### config.mk
export PLATFORM = sky130hd
export DESIGN_NAME = card_block_seq
export DESIGN_NICKNAME = d
export VERILOG_FILES = /design/src/rtl/card_block_pkg.sv /design/src/rtl/card_block_fifo.sv /design/src/rtl/card_block_ctrl.sv /design/src/rtl/card_block_dpath.sv /design/src/rtl/card_block_seq.sv
export SDC_FILE = /design/constraint.sdc
export NUM_CORES = 1
export LEC_CHECK = 0
export CORE_AREA = 2 2 159 193
export CTS_CLUSTER_DIAMETER = 120
export DETAILED_ROUTE_END_ITERATION = 8
export DIE_AREA = 0 0 161 195
export DONT_BUFFER_PORTS = 1
export PLACE_DENSITY = 0.47
export SYNTH_ARGS = -nofsm -noshare
export SYNTH_HDL_FRONTEND = slang
export SYNTH_SLANG_ARGS = --single-unit
### constraint.sdc
create_clock -name clk -period 3.5 [get_ports clk]
set_clock_uncertainty 0.15 [all_clocks]
set_input_delay 0.7 -clock clk [delete_from_list [all_inputs] [get_ports clk]]
set_output_delay 0.7 -clock clk [all_outputs]
set_load 0.05 [all_outputs]
### src/rtl/card_block_pkg.sv
package card_block_pkg;
  typedef enum logic [2:0] {
    SEQ_IDLE,
    SEQ_WAIT_RESP,
    SEQ_DATA,
    SEQ_WAIT_CRC,
    SEQ_PRG
  } seqState_t;

  // control -> datapath strobes
  typedef struct packed {
    logic clrXfer;      // new transfer armed
    logic cntByte;      // one data byte moved
    logic nextBlk;      // advance to next block
    logic markCrc;      // bad CRC verdict seen
    logic setXferDone;
    logic setPrgDone;
  } seqStrobe_t;

  localparam int IRQ_N    = 2;
  localparam int IRQ_XFER = 0;
  localparam int IRQ_PRG  = 1;
endpackage

### src/rtl/card_block_fifo.sv
module card_block_fifo #(
  parameter int W     = 8,
  parameter int DEPTH = 4
) (
  input  logic         clk,
  input  logic         rstN,
  input  logic         push,
  input  logic [W-1:0] din,
  input  logic         pop,
  output logic [W-1:0] head,
  output logic         empty,
  output logic         full
);
  localparam int AW = (DEPTH > 1) ? $clog2(DEPTH) : 1;

  logic [W-1:0] mem [DEPTH];
  logic [AW:0]  wrPtr, rdPtr;
  logic [AW:0]  level;

  assign level = wrPtr - rdPtr;
  assign empty = (level == '0);
  assign full  = (level == (AW+1)'(DEPTH));
  assign head  = mem[rdPtr[AW-1:0]];

  always_ff @(posedge clk) begin
    if (push && !full) mem[wrPtr[AW-1:0]] <= din;
  end

  always_ff @(posedge clk) begin
    if (!rstN) begin
      wrPtr <= '0;
      rdPtr <= '0;
    end else begin
      if (push && !full) wrPtr <= wrPtr + 1'b1;
      if (pop && !empty) rdPtr <= rdPtr + 1'b1;
    end
  end

  assert_fifo_bound_R3: assert property (@(posedge clk) disable iff (!rstN)
    level <= (AW+1)'(DEPTH));
endmodule

### src/rtl/card_block_ctrl.sv
module card_block_ctrl
  import card_block_pkg::*;
(
  input  logic       clk,
  input  logic       rstN,
  input  logic       clkRun,
  input  logic       respDone,
  input  logic       rxByteValid,
  input  logic       txTake,
  input  logic       crcValid,
  input  logic       crcBad,
  input  logic       cardBusy,
  input  logic       curWrite,
  input  logic       curStream,
  input  logic       curBusyExp,
  input  logic       noData,
  input  logic       lastByte,
  input  logic       lastBlk,
  input  logic       txEmpty,
  output seqStrobe_t strb,
  output logic       inData,
  output logic       xferActive
);
  seqState_t state, stateNext;
  logic      clkRunQ;
  logic      runRise;
  logic      byteEvent;

  assign runRise   = clkRun && !clkRunQ;
  assign byteEvent = curWrite ? (txTake && !txEmpty) : rxByteValid;
  assign inData    = (state == SEQ_DATA);
  assign xferActive = (state != SEQ_IDLE);

  always_ff @(posedge clk) begin
    if (!rstN) begin
      state   <= SEQ_IDLE;
      clkRunQ <= 1'b0;
    end else begin
      state   <= stateNext;
      clkRunQ <= clkRun;
    end
  end

  always_comb begin
    stateNext = state;
    strb      = '0;
    unique case (state)
      SEQ_IDLE: begin
        if (runRise) begin
          strb.clrXfer = 1'b1;
          stateNext    = SEQ_WAIT_RESP;
        end
      end
      SEQ_WAIT_RESP: begin
        if (!clkRun) begin
          stateNext = SEQ_IDLE;
        end else if (respDone) begin
          if (noData) begin
            strb.setXferDone = 1'b1;
            stateNext        = SEQ_IDLE;
          end else begin
            stateNext = SEQ_DATA;
          end
        end
      end
      SEQ_DATA: begin
        if (!clkRun) begin
          strb.setXferDone = curStream;
          stateNext        = SEQ_IDLE;
        end else if (byteEvent) begin
          strb.cntByte = 1'b1;
          if (!curStream && lastByte) stateNext = SEQ_WAIT_CRC;
        end
      end
      SEQ_WAIT_CRC: begin
        if (!clkRun) begin
          stateNext = SEQ_IDLE;
        end else if (crcValid) begin
          strb.markCrc = crcBad;
          if (lastBlk) begin
            strb.setXferDone = 1'b1;
            if (curWrite && curBusyExp) begin
              stateNext = SEQ_PRG;
            end else begin
              strb.setPrgDone = curWrite;
              stateNext       = SEQ_IDLE;
            end
          end else begin
            strb.nextBlk = 1'b1;
            stateNext    = SEQ_DATA;
          end
        end
      end
      SEQ_PRG: begin
        if (!cardBusy) begin
          strb.setPrgDone = 1'b1;
          stateNext       = SEQ_IDLE;
        end
      end
      default: stateNext = SEQ_IDLE;
    endcase
  end

  assert_prg_after_write_R6: assert property (@(posedge clk) disable iff (!rstN)
    strb.setPrgDone |-> curWrite);

  assert_arm_clears_R12: assert property (@(posedge clk) disable iff (!rstN)
    strb.clrXfer |=> xferActive);
endmodule

### src/rtl/card_block_dpath.sv
module card_block_dpath
  import card_block_pkg::*;
#(
  parameter int LEN_W      = 10,
  parameter int CNT_W      = 8,
  parameter int FIFO_DEPTH = 8
) (
  input  logic             clk,
  input  logic             rstN,
  input  logic             clkRun,
  input  logic             cfgWe,
  input  logic             cfgDataEn,
  input  logic             cfgDirWrite,
  input  logic             cfgStream,
  input  logic             cfgBusyExp,
  input  logic [CNT_W-1:0] cfgBlkCount,
  input  logic [LEN_W-1:0] cfgBlkLen,
  input  seqStrobe_t       strb,
  input  logic             inData,
  input  logic [7:0]       rxByte,
  input  logic             rxPop,
  output logic [7:0]       rxData,
  output logic             rxEmpty,
  input  logic             txPush,
  input  logic [7:0]       txData,
  output logic             txFull,
  output logic [7:0]       txByte,
  output logic             txEmpty,
  input  logic             maskWe,
  input  logic [IRQ_N-1:0] maskData,
  input  logic             irqClrWe,
  input  logic [IRQ_N-1:0] irqClrData,
  output logic [IRQ_N-1:0] rawIrq,
  output logic             irqOut,
  output logic             crcErr,
  output logic             curWrite,
  output logic             curStream,
  output logic             curBusyExp,
  output logic             noData,
  output logic             lastByte,
  output logic             lastBlk
);
  logic             dataEnQ;
  logic [CNT_W-1:0] blkCountQ;
  logic [LEN_W-1:0] blkLenQ;
  logic [LEN_W-1:0] byteCnt;
  logic [CNT_W-1:0] blkCnt;
  logic [IRQ_N-1:0] irqMask;
  logic [IRQ_N-1:0] setVec, clrVec;
  logic             rxFull, rxPush, txPop;

  // configuration: loads only while the bus clock is stopped
  always_ff @(posedge clk) begin
    if (!rstN) begin
      dataEnQ    <= 1'b0;
      curWrite   <= 1'b0;
      curStream  <= 1'b0;
      curBusyExp <= 1'b0;
      blkCountQ  <= '0;
      blkLenQ    <= '0;
    end else if (cfgWe && !clkRun) begin
      dataEnQ    <= cfgDataEn;
      curWrite   <= cfgDirWrite;
      curStream  <= cfgStream;
      curBusyExp <= cfgBusyExp;
      blkCountQ  <= cfgBlkCount;
      blkLenQ    <= cfgBlkLen;
    end
  end

  assign noData   = !dataEnQ || (!curStream && (blkLenQ == '0 || blkCountQ == '0));
  assign lastByte = (byteCnt == blkLenQ - 1'b1);
  assign lastBlk  = (blkCnt == blkCountQ - 1'b1);

  always_ff @(posedge clk) begin
    if (!rstN) begin
      byteCnt <= '0;
      blkCnt  <= '0;
    end else if (strb.clrXfer) begin
      byteCnt <= '0;
      blkCnt  <= '0;
    end else begin
      if (strb.cntByte) byteCnt <= lastByte ? '0 : byteCnt + 1'b1;
      if (strb.nextBlk) blkCnt  <= blkCnt + 1'b1;
    end
  end

  always_ff @(posedge clk) begin
    if (!rstN)             crcErr <= 1'b0;
    else if (strb.clrXfer) crcErr <= 1'b0;
    else if (strb.markCrc) crcErr <= 1'b1;
  end

  // interrupts
  assign setVec = {strb.setPrgDone, strb.setXferDone};
  assign clrVec = irqClrWe ? irqClrData : '0;

  always_ff @(posedge clk) begin
    if (!rstN) begin
      rawIrq  <= '0;
      irqMask <= '1;
    end else begin
      rawIrq <= (rawIrq & ~clrVec) | setVec;
      if (maskWe) irqMask <= maskData;
    end
  end

  assign irqOut = |(rawIrq & ~irqMask);

  // FIFOs
  assign rxPush = strb.cntByte && !curWrite;
  assign txPop  = strb.cntByte && curWrite;

  card_block_fifo #(.W(8), .DEPTH(FIFO_DEPTH)) rxFifo (
    .clk(clk), .rstN(rstN), .push(rxPush), .din(rxByte), .pop(rxPop),
    .head(rxData), .empty(rxEmpty), .full(rxFull)
  );

  card_block_fifo #(.W(8), .DEPTH(FIFO_DEPTH)) txFifo (
    .clk(clk), .rstN(rstN), .push(txPush), .din(txData), .pop(txPop),
    .head(txByte), .empty(txEmpty), .full(txFull)
  );

  assert_cfg_frozen_R1: assert property (@(posedge clk) disable iff (!rstN)
    $past(clkRun) |-> ($stable(blkLenQ) && $stable(blkCountQ) && $stable(curWrite)));

  assert_byte_in_phase_R2: assert property (@(posedge clk) disable iff (!rstN)
    strb.cntByte |-> inData);

  assert_byte_in_block_R4: assert property (@(posedge clk) disable iff (!rstN)
    (inData && !curStream) |-> (byteCnt < blkLenQ));

  assert_crc_cleared_R7: assert property (@(posedge clk) disable iff (!rstN)
    strb.clrXfer |=> !crcErr);

  assert_w1c_R9: assert property (@(posedge clk) disable iff (!rstN)
    (irqClrWe && irqClrData[IRQ_XFER] && !strb.setXferDone) |=> !rawIrq[IRQ_XFER]);
endmodule

### src/rtl/card_block_seq.sv
module card_block_seq
  import card_block_pkg::*;
#(
  parameter int LEN_W      = 10,
  parameter int CNT_W      = 8,
  parameter int FIFO_DEPTH = 8
) (
  input  logic             clk,
  input  logic             rstN,
  input  logic             clkRun,
  input  logic             cfgWe,
  input  logic             cfgDataEn,
  input  logic             cfgDirWrite,
  input  logic             cfgStream,
  input  logic             cfgBusyExp,
  input  logic [CNT_W-1:0] cfgBlkCount,
  input  logic [LEN_W-1:0] cfgBlkLen,
  input  logic             respDone,
  input  logic             rxByteValid,
  input  logic [7:0]       rxByte,
  input  logic             txTake,
  output logic [7:0]       txByte,
  output logic             txReady,
  input  logic             crcValid,
  input  logic             crcBad,
  input  logic             cardBusy,
  input  logic             rxPop,
  output logic [7:0]       rxData,
  output logic             rxEmpty,
  input  logic             txPush,
  input  logic [7:0]       txData,
  output logic             txFull,
  input  logic             maskWe,
  input  logic [1:0]       maskData,
  input  logic             irqClrWe,
  input  logic [1:0]       irqClrData,
  output logic [1:0]       rawIrq,
  output logic             irqOut,
  output logic             crcErr,
  output logic             xferActive
);
  seqStrobe_t strb;
  logic inData, curWrite, curStream, curBusyExp;
  logic noData, lastByte, lastBlk, txEmpty;

  assign txReady = !txEmpty;

  card_block_ctrl ctrl (
    .clk(clk), .rstN(rstN), .clkRun(clkRun), .respDone(respDone),
    .rxByteValid(rxByteValid), .txTake(txTake), .crcValid(crcValid),
    .crcBad(crcBad), .cardBusy(cardBusy), .curWrite(curWrite),
    .curStream(curStream), .curBusyExp(curBusyExp), .noData(noData),
    .lastByte(lastByte), .lastBlk(lastBlk), .txEmpty(txEmpty),
    .strb(strb), .inData(inData), .xferActive(xferActive)
  );

  card_block_dpath #(.LEN_W(LEN_W), .CNT_W(CNT_W), .FIFO_DEPTH(FIFO_DEPTH)) dpath (
    .clk(clk), .rstN(rstN), .clkRun(clkRun), .cfgWe(cfgWe),
    .cfgDataEn(cfgDataEn), .cfgDirWrite(cfgDirWrite), .cfgStream(cfgStream),
    .cfgBusyExp(cfgBusyExp), .cfgBlkCount(cfgBlkCount), .cfgBlkLen(cfgBlkLen),
    .strb(strb), .inData(inData), .rxByte(rxByte), .rxPop(rxPop),
    .rxData(rxData), .rxEmpty(rxEmpty), .txPush(txPush), .txData(txData),
    .txFull(txFull), .txByte(txByte), .txEmpty(txEmpty), .maskWe(maskWe),
    .maskData(maskData), .irqClrWe(irqClrWe), .irqClrData(irqClrData),
    .rawIrq(rawIrq), .irqOut(irqOut), .crcErr(crcErr), .curWrite(curWrite),
    .curStream(curStream), .curBusyExp(curBusyExp), .noData(noData),
    .lastByte(lastByte), .lastBlk(lastBlk)
  );
endmodule

==> key figures <==
Run status
  – Outcome: complete, no violations

Worst setup path
  – Setup Crit Path Kind: reg2out
  – WP buf/inv: 0
  – Type of destination of the critical path: primary output
  – CP Cell Sequence: ha_1 > nor2b_1 > o21ai_1 > nand3_1 > and2_1 > nand2_1
  – CP max stage delay: ~0.54 ns
  – R2R Path Start: dpath.txFifo.wrPtr[1]$_SDFFE_PN0P_
  – Crit-path max FO: 10
  – Critical Path RT: between 2 and 3 ns
  – WP data arrival: 2.36 ns
  – Startpoint types: flip-flop
  – Crit path max-delay family: simple AND/OR/NAND/NOR gates
  – CP max stage cell: dfxtp_1
  – Crit path from: dpath.txFifo.wrPtr[1]$_SDFFE_PN0P_

Place
  – DP Area: 9294 µm²
  – DPL Wire Length: 13.91 mm
  – RePlAce Congestion: between 0.8 and 0.9
  – Post-Place Cells: roughly 1.1k
  – PortBufs: 0

Clock network
  – Post-CTS Resized: 0
  – Worst-path clk slew: ~0.07 ns
  – CTS buffer count: 17
  – CTS Sinks: roughly 200
  – Clock tree buffer depth: 2
  – Worst skew pair latency: 0.43 ns
  – Root buffer cell: clkbuf_16
  – CTS H-tree lvls: 4
  – CTS tree: done
  – Hold_buf cts: 0
  – Post-CTS setup buffers: 0

Pwr
  – Worst VDD drop: roughly 300 µV
  – Comb pwr share: 13.9%
  – Reg power frac: between 40% and 50%
  – Switching pwr: approximately 1.4 mW
  – Internal power: 3.908 mW
  – Sw frac: 27.01%
  – Pwr Density: 539.9 nW/µm²
  – Clk pwr share: 37.6%
  – P_leak: 3.261 nW
  – Total power draw: ~5.4 mW

Synthesis
  – Mapped cell area: 8757 µm²
  – Ys Warns: 0
  – Synthesized Nets: between 700 and 800
  – Number of synthesized flops with an enable pin: roughly 130
  – Mean Syn Cell Area: between 10 and 15 µm²
  – Top cells by count, synth: edfxtp_1 (128), nand2_1 (74), dfxtp_1 (71)
  – Post-synth ARST share: 0%
  – Yosys top cell by area: edfxtp_1
  – Largest cells by area after synthesis: edfxtp_1 (44%), dfxtp_1 (16%), mux4_2 (8.2%)
  – Sequential fraction of the synthesis area: about three fifths
  – Synth top area share: a little over two fifths
  – Synthesized netlist cell count: between 600 and 700
  – Library cells used by synthesis: between 60 and 70
  – Post-synthesis register bit count: between 150 and 200
  – Most common cell in the netlist: edfxtp_1
  – Most used DFF post-synth: edfxtp_1

Global route
  – Largest net degree at the start of global routing: 39
  – Gr usage total: 12.75%
  – Antenna violations before repair: 0
  – Number of global-route vias before repair: around 5.7k
  – First-pass GRT wire length: 30.86 mm
  – Grt total ovfl: 0

Timing
  – Worst-Margin Slew: a little under 1 ns
  – Setup TNS: 0 ns
  – Slew Limit Fails: 0
  – Fin crit share: between 90% and 100%
  – Setup-failing EPs final: 0
  – Worst slew margin: 33.77%
  – Max frequency: a little over 300 MHz
  – Min Tclk post-route: about 3.2 ns
  – RSZ-0062 raised after global routing: no
  – Final Hold Viols: 0

Route
  – Routed length per instance: 17.77 µm
  – Initial DRC Count: 335
  – Drt pass-1 iters: 6
  – Detailed Route WL: 19.48 mm
  – Via Count: 5401
  – Vias/cell: approximately 4.9
  – DRC viols: 0
  – Remaining antenna violation count: 0

Floorplanning
  – Number of core rows: between 60 and 70
  – Horiz. Die Dim: 161 µm
  – Initial Utilization: between 20 and 30%
  – I/O pins: 80
  – Die height: 195 µm
  – Die ar.: ~31000 µm²
  – Core region area: about 29000 µm²

Cells and area
  – Final std cells w/o fill: 1096
  – Fillers: just under 3k
  – Layout cells sized above 1: 17.28%
  – Final Cell Area: between 9000 and 10000 µm²
  – ANT cells: 0
  – Finished Core Util: between 30% and 40%
  – Synth-to-layout area growth: 13.26%
  – Final nets: 764

Worst hold path
  – Startpoint of the worst hold path: rstN
  – Tightest Hold Check Type: in2reg

Job
  – Max_cap viols: 0
[flip-flops by register name, indices dropped and copies added (netlist names), named ones only]
| signal | flops |
|---|---|
| dpath.crcErr | 1 |
| dpath.curBusyExp | 1 |
| dpath.txFifo.wrPtr | 4 |
| dpath.byteCnt | 10 |
| ctrl.state | 3 |
| dpath.rxFifo.mem | 64 |
| dpath.curWrite | 1 |
| dpath.dataEnQ | 1 |
| dpath.blkCnt | 8 |
| dpath.txFifo.rdPtr | 4 |
| dpath.txFifo.mem | 64 |
| dpath.rawIrq | 2 |
| dpath.curStream | 1 |
| dpath.blkLenQ | 10 |
| dpath.rxFifo.rdPtr | 4 |
| dpath.rxFifo.wrPtr | 4 |
| dpath.blkCountQ | 8 |
| dpath.irqMask | 2 |
| ctrl.clkRunQ | 1 |
[metal layers]
| metal | wire length (µm) | share of wire, % | global-route usage (%) | vias to the layer above |
|---|---|---|---|---|
| met5 | 0 | 0 | 0 | - |
| met4 | 361 | 1.9 | 4.597 | 0 |
| met3 | 1074 | 5.5 | 3.590 | 32 |
| met2 | 10230 | 53 | 22.76 | 150 |
| met1 | 7815 | 40 | 14.51 | 2665 |
| li1 | - | - | - | 2554 |
[power by group through the flow]
| stage | logic [mW] | registers (mW) | clock network (mW) |
|---|---|---|---|
| finish | 0.742 | 2.60 | 2.01 |
| global route | 0.809 | 2.61 | 2.17 |
| CTS | 0.756 | 2.60 | 2.08 |
| global placement | 0.747 | 2.65 | 0 |
| detailed placement | 0.753 | 2.65 | 0 |
| floorplan | 0.650 | 2.62 | 0 |
[placed cells by master, fill, tap and decap left out, types with 4 or more instances in the layout]
| cell | instances |
|---|---|
| inv_1 | 26 |
| a21o_1 | 4 |
| and3_1 | 6 |
| nor2_1 | 45 |
| a21oi_1 | 35 |
| o21ai_1 | 4 |
| mux2_2 | 16 |
| nor2b_1 | 9 |
| dfxtp_1 | 71 |
| and2_1 | 9 |
| nand2b_1 | 9 |
| nor3_1 | 11 |
| a31oi_1 | 6 |
| ha_1 | 15 |
| nor4_1 | 11 |
| nand2_1 | 74 |
| xnor2_1 | 25 |
| xor2_1 | 14 |
| mux4_2 | 32 |
| edfxtp_1 | 128 |
| or3_1 | 6 |
| clkbuf_16 | 17 |
| buf_4 | 21 |
| nand4_1 | 12 |
| inv_6 | 4 |
| inv_8 | 4 |
| mux2i_1 | 6 |
| nand3_1 | 12 |
| o21bai_1 | 4 |
| o21ai_0 | 8 |
[worst register-to-register path: cells and delay by family, from the launching register on]
kind            cells  cell delay (ns)
compound gates      2             0.33
simple gates        4             1.37
flops               1             0.54
fa+ha+maj           1             0.31
[final cells by class]
cell class              instances  area [µm²]  share of cell area (%)
well taps                     390       488.0                   4.920
clock buffers                  17       425.4                   4.289
repair buffers                 21       157.7                   1.590
clock inverters                15       183.9                   1.854
flip-flops and latches        199        5265                   53.08
inverters                      26       97.59                  0.9840
multi-input cells             428        3301                   33.28
[kinds of logic (layout without fill, tap and decap cells)]
family / Yosys count / count (layout) / synth area share [%]
simple gates: 232 / 232 / 13.50
flops: 199 / 199 / 60.12
compound gates: 88 / 88 / 6.901
buf+inv: 56 / 79 / 2.458
mux: 54 / 54 / 10.97
xor+xnor: 39 / 39 / 3.901
fa+ha+maj: 15 / 15 / 2.143
[worst paths after layout]
kind,to,slack (ns),depth (start not counted)
max,txReady,0.29,6
min,dpath.irqMask[0]$_SDFFE_PN1P_,0.19,1
max reg2reg,dpath.txFifo.mem[6][4]$_DFFE_PP_,0.43,7
min reg2reg,dpath.dataEnQ$_SDFFE_PN0P_,0.32,2
[metrics by stage]
stage	setup WS (ns)	hold slack (ns)
after global routing	0.1021	0.1587
after CTS	0.2226	0.1527
after detailed placement	0.2424	0.3118
final	0.2898	0.1867
after floorplan	0.2077	0.2867
after global placement	0.3977	0.3091
Note: power is estimated with default switching activity, not from simulation.
